[config.mk]
export PLATFORM = sky130hd
export DESIGN_NAME = secret_vault
export DESIGN_NICKNAME = d
export VERILOG_FILES = /design/src/rtl/secret_vault_pkg.sv /design/src/rtl/vault_word_mux.sv /design/src/rtl/vault_spent_flags.sv /design/src/rtl/secret_vault.sv
export SDC_FILE = /design/constraint.sdc
export NUM_CORES = 1
export LEC_CHECK = 0
export BUFFER_PORTS_ARGS = -buffer_cell sky130_fd_sc_hd__buf_2
export CAP_MARGIN = 20
export CORE_MARGIN = 4
export CORE_UTILIZATION = 45
export DETAILED_ROUTE_END_ITERATION = 16
export PLACE_DENSITY_LB_ADDON = 0.2
export REMOVE_ABC_BUFFERS = 1
export SYNTH_ARGS = -nofsm -noshare
export SYNTH_HDL_FRONTEND = slang
export SYNTH_HIERARCHICAL = 1
export SYNTH_SLANG_ARGS = --single-unit
[constraint.sdc]
create_clock -name clk -period 2.2 [get_ports clk]
set_input_delay 0.11 -clock clk [delete_from_list [all_inputs] [get_ports clk]]
set_output_delay 0.11 -clock clk [all_outputs]
set_load 0.01 [all_outputs]
[src/rtl/secret_vault_pkg.sv]
package secret_vault_pkg;

   // Outcome of one access cycle at the port.
   typedef enum logic [1:0] {
      ACC_IDLE  = 2'd0,
      ACC_GRANT = 2'd1,
      ACC_BLOCK = 2'd2
   } acc_kind_e;

   function automatic acc_kind_e classify(input logic sel, input logic wr,
                                          input logic en, input logic used);
      if (!sel)
         return ACC_IDLE;
      else if (!wr && en && !used)
         return ACC_GRANT;
      else
         return ACC_BLOCK;
   endfunction

endpackage

[src/rtl/vault_word_mux.sv]
module vault_word_mux #(
   parameter int N_WORDS = 8,
   parameter int WORD_W  = 32,
   parameter logic [N_WORDS*WORD_W-1:0] SECRET = '0,
   localparam int IDX_W = (N_WORDS > 1) ? $clog2(N_WORDS) : 1
) (
   input  logic [IDX_W-1:0]  idx,
   output logic [WORD_W-1:0] word
);

   logic [WORD_W-1:0] words [N_WORDS];

   for (genvar i = 0; i < N_WORDS; i++) begin : g_slice
      assign words[i] = SECRET[i*WORD_W +: WORD_W];
   end

   if (N_WORDS == 1) begin : g_single
      assign word = words[0];
   end else begin : g_multi
      assign word = words[idx];
   end

endmodule

[src/rtl/vault_spent_flags.sv]
module vault_spent_flags #(
   parameter int N_WORDS = 8,
   localparam int IDX_W = (N_WORDS > 1) ? $clog2(N_WORDS) : 1
) (
   input  logic               clk,
   input  logic               rst_n,
   input  logic               mark,
   input  logic [IDX_W-1:0]   mark_idx,
   output logic [N_WORDS-1:0] flags
);

   for (genvar i = 0; i < N_WORDS; i++) begin : g_flag
      always_ff @(posedge clk or negedge rst_n) begin
         if (!rst_n)
            flags[i] <= 1'b0;
         else if (mark && mark_idx == IDX_W'(i))
            flags[i] <= 1'b1;
      end
   end

endmodule

[src/rtl/secret_vault.sv]
module secret_vault
   import secret_vault_pkg::*;
#(
   parameter int N_WORDS = 8,
   parameter int WORD_W  = 32,
   parameter logic [N_WORDS*WORD_W-1:0] SECRET =
      256'h9e37_79b9_7f4a_7c15_f39c_c060_5ced_c834_1082_276b_f3a2_7251_f86c_6a11_d0c1_8e95,
   localparam int ADDR_W = (N_WORDS > 1) ? $clog2(N_WORDS) : 1
) (
   input  logic               clk,
   input  logic               rst_n,
   input  logic               priv_en,
   input  logic               sel,
   input  logic               wr,
   input  logic [ADDR_W-1:0]  addr,
   output logic [WORD_W-1:0]  rdata,
   output logic               ready,
   output logic [N_WORDS-1:0] spent
);

   // Elaboration checks: every index must decode to a real word.
   if (N_WORDS < 1) begin : g_bad_count
      $error("secret_vault: N_WORDS must be at least 1");
   end
   if (N_WORDS > 1 && (1 << ADDR_W) != N_WORDS) begin : g_bad_pow2
      $error("secret_vault: N_WORDS must be a power of two");
   end
   if (WORD_W < 1) begin : g_bad_width
      $error("secret_vault: WORD_W must be at least 1");
   end

   acc_kind_e         kind;
   logic [WORD_W-1:0] sel_word;
   logic              word_used;

   assign word_used = spent[addr];
   assign kind      = classify(sel, wr, priv_en, word_used);

   vault_word_mux #(
      .N_WORDS(N_WORDS),
      .WORD_W (WORD_W),
      .SECRET (SECRET)
   ) u_mux (
      .idx (addr),
      .word(sel_word)
   );

   vault_spent_flags #(
      .N_WORDS(N_WORDS)
   ) u_flags (
      .clk     (clk),
      .rst_n   (rst_n),
      .mark    (kind == ACC_GRANT),
      .mark_idx(addr),
      .flags   (spent)
   );

   always_ff @(posedge clk or negedge rst_n) begin
      if (!rst_n) begin
         rdata <= '0;
         ready <= 1'b0;
      end else begin
         ready <= sel;
         rdata <= (kind == ACC_GRANT) ? sel_word : '0;
      end
   end

endmodule

---- Word level (Yosys, flattened, before mapping) ----
Memory sizes are Yosys's and may differ from the RTL's.
Index checks and enable logic that the tools add are counted.
operators by class
  multiplexer cells ....................... 7
  equal/unequal tests ..................... 8
  $lt $le $gt $ge ......................... 2
  bitwise gates (word level) .............. 1
  reduce and logical (&&, ||, !) cells .... 13
operator list
  cell                                                        number
  two-way mux 32 bit                                          3
  == test 3 bit, second input constant                        4
  logical AND 1 bit                                           10
  == test 3 x 2 -> 1 bit, second input constant               2
  greater-or-equal comparator 4 bit, second input constant    1
  less-than comparator 3 x 4 -> 1 bit, second input constant  1
  two-way mux 2 bit                                           2
  inverter 3 -> 4 bit                                         1
  binary-select mux 1 bit (select 3 bit)                      1
  == test 3 x 1 -> 1 bit, second input constant               1
  logical NOT 3 bit                                           1
  == test 2 x 1 -> 1 bit, second input constant               1
  logical NOT 1 bit                                           2
  two-way mux 1 bit                                           1
storage, ports and cells
  register bits ........................... 41
  logic and storage cells ................. 42
  memories ................................ 1
  memory bits (read-only) ................. 256
memory list
  name              depth  bits a word  rd ports  clocked after memory_dff  wr ports  RTL line              text
  (name not given)  8      32           1         0                         0         vault_word_mux.sv:20  assign word = words[idx];

---- Longest topological paths before layout ----
  depth in word-level cells ............... 8
  mapped depth ............................ 6
  mapped depth without buffers ............ 5

---- Modules after synthesis ----
The synthesis kept the hierarchy.
by module, submodules not included
  module             area each (um^2)  instances  cells an instance  sequential area each (um^2)
  secret_vault       1335.0            1          78                 825.8
  vault_word_mux     354.1             1          54                 0.0
  vault_spent_flags  302.8             1          20                 200.2

---- Least setup slack after synthesis ----
Ideal clock, no wire load.
  path kind ............................... register to register
  from .................................... register u_flags.flags[7]
  to ...................................... register u_flags.flags[1]
  setup time .............................. 0.065 ns
  buffers on the path ..................... 1
  required time ........................... 2.135 ns
  clock period less this slack ............ 2.038 ns
  slack ................................... 0.162 ns
  cell stages (with the launch flop) ...... 7
  arrival time ............................ 1.972 ns
  cell sequence ........................... dfrtp_1 > mux2_1 > mux4_2 > buf_6 > nor2_1 > nor2b_4 > a31o_1
between the ends
  word-level cells in the longest chain between the ends .. 8
ends and longest elaborated chain
  element                                  RTL line                 text
  start, declared                          vault_spent_flags.sv:9   output logic [N_WORDS-1:0] flags
  start signal, assigned by index          vault_spent_flags.sv:15  flags[i] <= 1'b0;
  start signal, assigned by index          vault_spent_flags.sv:17  flags[i] <= 1'b1;
  binary-select mux 1 bit (select 3 bit)   secret_vault.sv:36       assign word_used = spent[addr];
  two-way mux 1 bit (implied by the code)  secret_vault.sv:36
  logical NOT 1 bit                        secret_vault_pkg.sv:14   else if (!wr && en && !used)
  logical AND 1 bit                        secret_vault_pkg.sv:14
  two-way mux 2 bit                        secret_vault_pkg.sv:14
  two-way mux 2 bit                        secret_vault_pkg.sv:12   if (!sel)
  == test 2 x 1 -> 1 bit                   secret_vault.sv:53       .mark (kind == ACC_GRANT),
  logical AND 1 bit                        vault_spent_flags.sv:16  else if (mark && mark_idx == IDX_W'(i))
No other way between the ends. The select of a mux whose other input is x is not followed.
A chain may end at the register's enable or synchronous reset.

---- Worst setup path in the final report ----
Same ends and word-level chain as after synthesis.

==> metrics <==
Syn Inst Count 152; TNS Setup 0 ns; placed inst area 2230 sq um; unrepaired setup endpoints after global routing false; largest net degree at the start of global routing 42; grt ovf 0; Slew headroom 0.396; Seq cells post-synth 41; layout cells sized above 1 0.495; gr usage total 0.151; Reg2Reg Depth 5; Starting DRT DRC Count 48; reg2reg end u_flags/flags[1]$_DFFE_PN0P_; post-route ant nets 0; PostCTS Resize Cnt 0; Slew Viols, Final 0; Final Hold Fails 0; vias in the first global route 1275; routed vias/inst 5.04; Final setup viols 0; hold path depth 2; crit path max fanout 5; synth unique cells 31; worst endpoint required time 2.43 ns; max cap viols 0; core area 4140 sq um; slowest stage cell, crit path mux4_2; Min-Delay Path Class primary input to flip-flop; GP Congestion 0.820; clock skew 0.00640 ns; top-area cell type share of the netlist area 0.515; Inserted Diodes 0; total CTS buffers 5; Hold Path Sink u_flags/flags[2]$_DFFE_PN0P_; first-pass GRT wire length 6330 microns; final net count 217; Area contributors post-synth dfrtp_1 (52%), nor3b_2 (18%), ha_1 (5.0%); DRT Pass-1 Iters 4; Hold Path Origin addr[1]; final instance area 2360 sq um; routed wire length 3710 microns; cell taking the most area after synthesis dfrtp_1; kind of critical path flip-flop to flip-flop; Syn-to-layout area delta 18.3%; Die Ht 74.5 microns; crit start category flip-flop; CTS tree done; CP Capture Type flip-flop; Critical Path AT 2.18 ns; clock-pin transition on the worst setup and hold timing paths 0.08 ns; die area 5550 sq um; Max H-tree Level 2; slowest cell delay on critical path 0.48 ns; Post-synth EDFFs 0; synthesized area 1990 sq um; Initial Util 0.481; Remaining DRCs 0; clk_lat worst skew 0.29 ns; Num Clock Sinks 41; via count 1270; fin crit period 1.95 ns; leakage power 1.20 nW; num rows 23; Reg-to-Reg Start u_flags/flags[7]$_DFFE_PN0P_; PwrDens 767 nW/um^2; Async S/R FF share, synth 1.00; Chip Width 74.5 microns; final hold slack 0.215 ns; initial antenna violation count 0; most numerous cell in the Yosys netlist dfrtp_1; post-DR wirelength/cell 14.7 microns; Max Root-Sink Buffers 2; # Post-CTS Setup Buffers 0; VDD IR-drop max 429 uV; worst-margin pin slew 0.906 ns; Final Cycle Share 0.888; I/O Pins 49; Synth Flop Type dfrtp_1; crit-path cells mux2_1, mux4_2, nor2_1, nor2b_4, a31o_1; Avg Synthesized Cell Area 13.1 sq um; Peak Freq 512 MHz; R2R Setup Slk 0.25 ns; YS warnings 6; most frequent cells after synthesis dfrtp_1 (41), nor3b_2 (29), ha_1 (8); CTS root buf clkbuf_8; Seq/Total Area, Yosys 0.515; Port Buffers 48; status finished, final reports clean; hold_buf cts 2; Final HPWL DP 2520 microns
worst max-delay path: cells and delay by family (launching register included):
family / cells / cell delay [ns]
simple gates: 2 / 0.58
mux: 2 / 0.77
compound gates: 1 / 0.15
flops: 1 / 0.40
state kept, by name, indices dropped and copies added, names as in the netlist:
signal and flops:
rdata 32, u_flags/flags 8, ready 1
kinds of logic (layout without fill, tap and decap cells):
group	after synthesis	in the layout	synth area share
and+or+nand+nor	52	52	0.248
DFF	41	41	0.515
AOI/OAI and AO/OA	24	24	0.0842
buffers and inverters	20	70	0.0622
adders and majority gates	8	8	0.0503
muxes	5	5	0.0339
other	1	1	0.00188
xor gates and xnor gates	1	1	0.00440
worst max path at each step:
stage / startpoint / to / slack [ns] / depth (start not counted)
2_1_floorplan: u_flags/flags[7]$_DFFE_PN0P_ / u_flags/flags[1]$_DFFE_PN0P_ / -0.06 / 5
3_3_place_gp: u_flags/flags[7]$_DFFE_PN0P_ / u_flags/flags[3]$_DFFE_PN0P_ / 0.39 / 5
3_5_place_dp: addr[1] / u_flags/flags[1]$_DFFE_PN0P_ / 0.26 / 6
4_1_cts: u_flags/flags[7]$_DFFE_PN0P_ / u_flags/flags[1]$_DFFE_PN0P_ / 0.24 / 5
5_1_grt: u_flags/flags[7]$_DFFE_PN0P_ / u_flags/flags[3]$_DFFE_PN0P_ / 0.12 / 5
6_report: u_flags/flags[7]$_DFFE_PN0P_ / u_flags/flags[1]$_DFFE_PN0P_ / 0.25 / 5
layout by cell type, fill, tap and decap left out, types with 3 or more instances in the layout:
cell	Yosys	layout
a21oi_1	5	5
nand2_1	7	7
nor3b_1	3	3
ha_1	8	8
nor2_1	4	4
dfrtp_1	41	41
a31o_1	4	4
clkbuf_8	0	7
nor3b_2	29	29
a41o_2	3	3
o21ai_1	5	5
buf_4	3	5
mux2_2	3	3
buf_2	0	48
nand2b_1	3	3
inv_1	6	6
power by group:
group          switching (mW)  internal [mW]
logic                   0.248          0.173
clock network           0.244          0.283
registers              0.0401          0.818
total                   0.532           1.27
metal layers:
layer | part of all wire | global-route usage | vias up
met5 | 0 | 0 | -
met4 | 0.014 | 0.0514 | 0
met3 | 0.065 | 0.0405 | 7
met2 | 0.49 | 0.244 | 39
met1 | 0.43 | 0.198 | 612
li1 | - | - | 612
stage by stage:
stage | worst slack [ns] | utilization | instances | power [mW]
2_1_floorplan | -0.0635 | - | 139 | 1.13
3_3_place_gp | 0.391 | 0.539 | 242 | 1.29
3_5_place_dp | 0.258 | 0.539 | 242 | 1.30
4_1_cts | 0.241 | 0.569 | 252 | 1.84
5_1_grt | 0.115 | 0.569 | 252 | 1.91
6_report | 0.247 | 0.569 | 252 | 1.81
area by class of cell:
cell class | instances | area [sq um]
clock buffer | 7 | 96.3
fill | 366 | 1790
clock inverter | 1 | 5.00
inverter | 7 | 26.3
multi-input combinational | 91 | 842
sequential | 41 | 1030
timing repair buffer | 55 | 298
tap | 50 | 62.6
Note: power is estimated with default switching activity, not from simulation.
